<file path="src/rtl/bilbo_pkg.sv">
package bilbo_pkg;
  typedef enum logic [1:0] {
    MODE_SHIFT = 2'b00,
    MODE_SIGN  = 2'b01,
    MODE_CLEAR = 2'b10,
    MODE_LATCH = 2'b11
  } mode_e;
endpackage

</file>
<file path="src/rtl/bilbo_mode_dec.sv">
module bilbo_mode_dec
  import bilbo_pkg::*;
(
  input  logic  ctl0,
  input  logic  ctl1,
  output mode_e mode
);
  always_comb begin
    unique case ({ctl1, ctl0})
      2'b00:   mode = MODE_SHIFT;
      2'b01:   mode = MODE_SIGN;
      2'b10:   mode = MODE_CLEAR;
      default: mode = MODE_LATCH;
    endcase
  end
endmodule

</file>
<file path="src/rtl/bilbo_feedback.sv">
module bilbo_feedback #(
  parameter int unsigned WIDTH = 8,
  parameter logic [WIDTH-1:0] TAP_MASK = 8'b1011_1000
) (
  input  logic [WIDTH-1:0] state,
  output logic             fb
);
  // Parity of the tapped stages.
  assign fb = ^(state & TAP_MASK);
endmodule

</file>
<file path="src/rtl/bilbo_cell.sv">
module bilbo_cell
  import bilbo_pkg::*;
(
  input  logic  clk,
  input  logic  rst_n,
  input  mode_e mode,
  input  logic  par_in,
  input  logic  chain_in,
  output logic  q
);
  logic nxt;

  always_comb begin
    unique case (mode)
      MODE_SHIFT: nxt = chain_in;
      MODE_SIGN:  nxt = chain_in ^ par_in;
      MODE_CLEAR: nxt = 1'b0;
      default:    nxt = par_in;
    endcase
  end

  always_ff @(posedge clk or negedge rst_n) begin
    if (!rst_n) q <= 1'b0;
    else        q <= nxt;
  end
endmodule

</file>
<file path="src/rtl/bilbo_reg.sv">
module bilbo_reg
  import bilbo_pkg::*;
#(
  parameter int unsigned WIDTH = 8,
  parameter logic [WIDTH-1:0] TAP_MASK = 8'b1011_1000
) (
  input  logic             clk,
  input  logic             rst_n,
  input  logic             ctl0,
  input  logic             ctl1,
  input  logic [WIDTH-1:0] d_in,
  input  logic             scan_in,
  output logic [WIDTH-1:0] q_out,
  output logic             scan_out
);
  localparam int unsigned TOP = WIDTH - 1;

  mode_e            mode;
  logic             fb;
  logic [WIDTH-1:0] chain;

  bilbo_mode_dec u_dec (
    .ctl0 (ctl0),
    .ctl1 (ctl1),
    .mode (mode)
  );

  bilbo_feedback #(.WIDTH(WIDTH), .TAP_MASK(TAP_MASK)) u_fb (
    .state (q_out),
    .fb    (fb)
  );

  // Stage 0 is fed from the scan pin when shifting, otherwise from feedback.
  assign chain[0] = (mode == MODE_SHIFT) ? scan_in : fb;

  for (genvar i = 0; i < WIDTH; i++) begin : g_stage
    if (i > 0) begin : g_link
      assign chain[i] = q_out[i-1];
    end
    bilbo_cell u_cell (
      .clk      (clk),
      .rst_n    (rst_n),
      .mode     (mode),
      .par_in   (d_in[i]),
      .chain_in (chain[i]),
      .q        (q_out[i])
    );
  end

  assign scan_out = q_out[TOP];

  assert_latch_R2: assert property (@(posedge clk) disable iff (!rst_n)
    ({ctl1, ctl0} == 2'b11) |=> (q_out == $past(d_in)));

  assert_clear_R6: assert property (@(posedge clk) disable iff (!rst_n)
    ({ctl1, ctl0} == 2'b10) |=> (q_out == '0));

  assert_shift_R3: assert property (@(posedge clk) disable iff (!rst_n)
    ({ctl1, ctl0} == 2'b00) |=> (q_out == {$past(q_out[TOP-1:0]), $past(scan_in)}));

  assert_scan_handoff_R4: assert property (@(posedge clk) disable iff (!rst_n)
    ({ctl1, ctl0} == 2'b00) |=> (scan_out == $past(q_out[TOP-1])));

  assert_sign_R5: assert property (@(posedge clk) disable iff (!rst_n)
    ({ctl1, ctl0} == 2'b01) |=>
      (q_out[TOP:1] == ($past(q_out[TOP-1:0]) ^ $past(d_in[TOP:1]))));
endmodule

</file>
<file path="config.mk">
export PLATFORM = sky130hd
export DESIGN_NAME = bilbo_reg
export DESIGN_NICKNAME = d
export VERILOG_FILES = /design/src/rtl/bilbo_pkg.sv /design/src/rtl/bilbo_mode_dec.sv /design/src/rtl/bilbo_feedback.sv /design/src/rtl/bilbo_cell.sv /design/src/rtl/bilbo_reg.sv
export SDC_FILE = /design/constraint.sdc
export NUM_CORES = 1
export LEC_CHECK = 0
export ABC_AREA = 1
export ABC_CLOCK_PERIOD_IN_PS = 800
export BUFFER_PORTS_ARGS = -buffer_cell sky130_fd_sc_hd__buf_4
export CORE_AREA = 2 2 39 41
export DETAILED_ROUTE_END_ITERATION = 6
export DIE_AREA = 0 0 41 43
export PLACE_DENSITY = 0.78
export RECOVER_POWER = 50
export SYNTH_ARGS = -nofsm -noshare
export SYNTH_HDL_FRONTEND = slang
export SYNTH_SLANG_ARGS = --single-unit
</file>
<file path="constraint.sdc">
create_clock -name clk -period 0.8 [get_ports clk]
set_input_delay 0.16 -clock clk [delete_from_list [all_inputs] [get_ports clk]]
set_output_delay 0.16 -clock clk [all_outputs]
set_load 0.05 [all_outputs]
</file>
# Word-level counts from Yosys, hierarchy flattened
# Cells that the tools add are included.
# totals
elab_cells	33
out_inout_bits	9
register_bits	8
# classes
reduce_logical	3
bitwise	8
mux	10
eq_ne	4
# ops
op	n
1-bit one-hot mux with 3 select lines	8
8-bit XOR reduction	1
1-bit bitwise XOR	8
2-bit one-hot mux with 3 select lines	1
2-bit by 1-bit equality test with 1-bit output, second input constant	2
2-bit equality test, second input constant	2
2-bit logical NOT	2
1-bit 2-to-1 mux	1

# Logic depth before layout (Yosys ltp)
# logic_depth
depth_word	6
depth_mapped	9
depth_no_buf	9

# By module
# A second synthesis with hierarchy kept.
# unflattened
hier_cells	93
hier_area_um2	568.0
# modules_own_cells
module	instances	cells_each	area_per_inst_um2
bilbo_cell	8	8	52.6
bilbo_reg	1	12	76.3
bilbo_feedback	1	15	63.8
bilbo_mode_dec	1	2	7.5

# Worst setup path before layout
# Ideal clock, no wire load.
# synth_path
path_kind	register -> register
startpoint	register g_stage[7].u_cell.q
endpoint	register g_stage[0].u_cell.q
t_arrival_ns	1.137
slack_ns	-0.449
path_buffers	0
stages_incl_launch_ff	10
required_time_ns	0.687
period_less_slack_ns	1.249
cell_sequence	dfrtp_1 -> inv_1 -> nand2_2 -> nand2_1 -> nand2_2 -> nand2_1 -> nand2_1 -> nand3_1 -> nand2_1 -> inv_1
# synth_via
elab_chain_len	4
# synth_rtl
element	line	source
start, declared	bilbo_cell.sv:9	output logic q
start signal, assigned	bilbo_cell.sv:24	else q <= nxt;
8-bit XOR reduction (*)	bilbo_feedback.sv:9	assign fb = ^(state & TAP_MASK);
1-bit 2-to-1 mux (*)	bilbo_reg.sv:34	assign chain[0] = (mode == MODE_SHIFT) ? scan_in : fb;
1-bit bitwise XOR	bilbo_cell.sv:16	MODE_SIGN: nxt = chain_in ^ par_in;
1-bit one-hot mux with 3 select lines (*)	bilbo_cell.sv:14	unique case (mode)
via g_stage[0].u_cell.nxt	bilbo_cell.sv:11	logic nxt;
end signal, assigned	bilbo_cell.sv:24	
end, declared	bilbo_cell.sv:9	
# Mark *: on every way through the listed nets, which the timed path passes. The rest lies on a longest branch.

# Worst setup path after layout
# layout_path
startpoint	register g_stage[5].u_cell.q
endpoint	output port q_out[5]
# layout_lines
element	line	source
start, declared	bilbo_cell.sv:9	
start signal, assigned	bilbo_cell.sv:24	
end, declared	bilbo_reg.sv:13	output logic [WIDTH-1:0] q_out,
# No word-level cell between the ends.

==> summary.md <==
| Metric | Value |
|---|---|
| Maximum number of pins on one net before global-route repair | `10` |
| Final worst slack | `-318 ps` |
| Reg2reg start | `g_stage[7].u_cell.q` |
| Worst slew pin tran | `between 300 and 400 ps` |
| RSZ-0062 raised after global routing | `yes` |
| Final GP Congestion | `about 0.69` |
| Synth Instances | `59` |
| Fin. Hold Viols | `0` |
| Cells on worst reg2reg path | `9` |
| Number of synthesized register bits | `8` |
| Crit-path max FO | `2` |
| CTS tree | `built` |
| Initial Utilization | `34.3%` |
| Biggest register | `g_stage.u_cell.q` |
| Total global routing overflow | `0` |
| Max reg flops | `8` |
| Clock Skews | `9.29 ps` |
| Fin util | `58.2%` |
| Setup Viol. Count Final | `13` |
| GRT Overall Usage | `13.6%` |
| Final period utilization | `140%` |
| Vias in the first global route | `401` |
| Slowest-stage cell, CP | `dfrtp_1` |
| # diodes | `0` |
| Post-Route WL | `~1.0 mm` |
| Top flop regs | `g_stage.u_cell.q: 8 flops` |
| Static Leak | `0.000419 µW` |
| Clock Pin Slew Worst Setup and Hold Paths | `60 ps` |
| Min-delay worst type | `primary input to flip-flop` |
| Yosys warns | `0` |
| Share of layout cells above drive strength 1 | `55.3%` |
| TritonRoute pass-1 iters | `3` |
| Worst path max stage delay | `420 ps` |
| Slew headroom | `77.5%` |
| Fmax | `a little under 900 MHz` |
| DIE WIDTH | `41 µm` |
| Antenna viol nets, final | `0` |
| Post-synthesis sequential area ratio | `42.2%` |
| Clk_lat worst skew | `between 200 and 300 ps` |
| Status | `finished with violations` |
| Hpwl dp | `717 µm` |
| Min Hold Slack | `149 ps` |
| Failing checks | `setup timing` |
| CP startpoint kind | `flip-flop` |
| Max-slew violations | `0` |
| Critical R2R Capture | `g_stage[0].u_cell.q` |
| Global-route wire length before repair | `1.58 mm` |
| # clock sinks | `8` |
| Max-cap violations | `0` |
| Buf/Inv on CP | `2` |
| Most common cell after layout, fill and taps aside | `buf_4` |
| Detailed Route Iter0 Violations | `4` |
| Peak VDD IR | `between 0.8 and 0.9 mV` |
| Routed vias/inst | `4.26` |
| WL/cell | `10.0 µm` |
| Initial antenna violation count | `0` |
| WHS Path Cells | `3` |
| I/O Buffers | `21` |
| Setup CP Type | `flip-flop to output port` |
| Reg2Reg Setup Slack | `-290 ps` |
| Syn avg cell area | `approximately 8.0 µm²` |
| Hold Path Origin | `d_in[4]` |
| Arrival time at the worst endpoint | `960 ps` |
| Family with the most delay on the worst path | `flip-flops` |
| # nets final | `99` |
| Num rows | `14` |
| Synth Net Count | `72` |
| Die area | `0.00176 mm²` |
| Synth top area cells | `dfrtp_1 (42%), nand2_1 (15%), xor2_1 (15%), buf_4 (13%), inv_1 (5.5%)` |
| Core footprint | `0.00138 mm²` |
| Worst path cell trace | `buf_6, buf_8` |
| Netlist Area Pre-Place | `474 µm²` |
| Area leader, netlist | `dfrtp_1` |
| I/O pins | `22` |
| Commonest non-fill, non-tap cells in the layout | `buf_4 (13), nand2_1 (12), buf_6 (12), xor2_1 (7), nand2_2 (7)` |
| DIE HEIGHT | `~43 µm` |
| Post-synth top area share | `42.2%` |
| Area Overhead vs Synth | `69.9%` |
| Crit path capture type | `output port` |
| Root Buffer | `clkbuf_4` |
| Num CTS Buffers | `3` |
| Power per cell area | `a little over 2000 mW/mm²` |
| Crit path required time | `640 ps` |
| WHS Endpoint | `g_stage[4].u_cell.q` |
| Tmin final | `1120 ps` |
| DRC violation count after routing | `0` |
| Clock Path Buffers | `2` |
| Distinct cells, synth | `10` |
| # H-tree levels | `1` |
| Fillcell total | `127` |
| DR vias | `430` |
## per-layer routing
layer	global-route usage (%)	share of wire, %	wire, µm
met4	8.00	1.7	17
met2	19.1	46	468
met5	0	0	0
met1	18.2	45	453
met3	3.14	7.4	75
## worst max-delay path by stage
| stage | start | endpoint | slack (ps) | depth (start not counted) |
|---|---|---|---|---|
| 6_report | g_stage[5].u_cell.q | q_out[5] | -320 | 2 |
| 5_1_grt | g_stage[7].u_cell.q | q_out[7] | -340 | 2 |
| 4_1_cts | g_stage[7].u_cell.q | g_stage[0].u_cell.q | -300 | 9 |
| 3_5_place_dp | g_stage[3].u_cell.q | g_stage[0].u_cell.q | -190 | 8 |
| 3_3_place_gp | g_stage[3].u_cell.q | g_stage[0].u_cell.q | -150 | 8 |
| 2_1_floorplan | g_stage[7].u_cell.q | g_stage[0].u_cell.q | -280 | 9 |
## worst reg2reg max path: stages (launching register included)
cell     delay [ps]
dfrtp_2         420
buf_6           130
inv_2            40
nand2_2          50
nand2_2          60
nand2_2          50
nand3_1          60
nand3_1          70
nand2_1          60
inv_1            40
## where the power goes
| part | switching (µW) | internal [µW] |
|---|---|---|
| Combinational | 420 | 359 |
| Clock | 156 | 192 |
| Sequential | 54.2 | 463 |
## layout make-up
cell class	instances	area (µm²)	share of cell area, %
clock buffers	4	26.3	3.26
inverters	7	26.3	3.26
multi-input cells	35	223	27.6
flip-flops and latches	8	203	25.2
well taps	16	20.0	2.48
repair buffers	31	308	38.2
## kinds of logic (layout without fill, tap and decap cells)
logic type	after synthesis	after routing	share of synthesized area, %
buffers and inverters	16	42	19.3
XOR/XNOR	8	8	14.8
AND/OR/NAND/NOR	25	25	21.6
AO/OA/AOI/OAI	2	2	2.11
flip-flops	8	8	42.2
## Yosys cell counts
library cell and n:
buf_4 8, nand2_1 19, dfrtp_1 8, inv_1 7
o21ai_0 2, nand3_1 3, nand2_2 2, nor2_1 1
buf_2 1, xor2_1 8
## stage by stage
stage	worst slack [ps]	std cells	TNS, ps	power (µW)	area, µm²
6_report	-318	101	-2620	1640	806
5_1_grt	-337	101	-3030	1730	806
4_1_cts	-301	100	-2500	1590	751
3_5_place_dp	-192	91	-603	1090	618
3_3_place_gp	-153	91	-459	1080	618
2_1_floorplan	-275	59	-410	948	475
## timing repair
item,in CTS,in global routing
pin swaps,3,3
resized for setup,18,14
setup endpoints to repair,13,15
hold buffers,1,0
endpoints found under the hold margin,8,0
setup buffers,5,1
No activity file was read; power rests on OpenSTA's default activity.
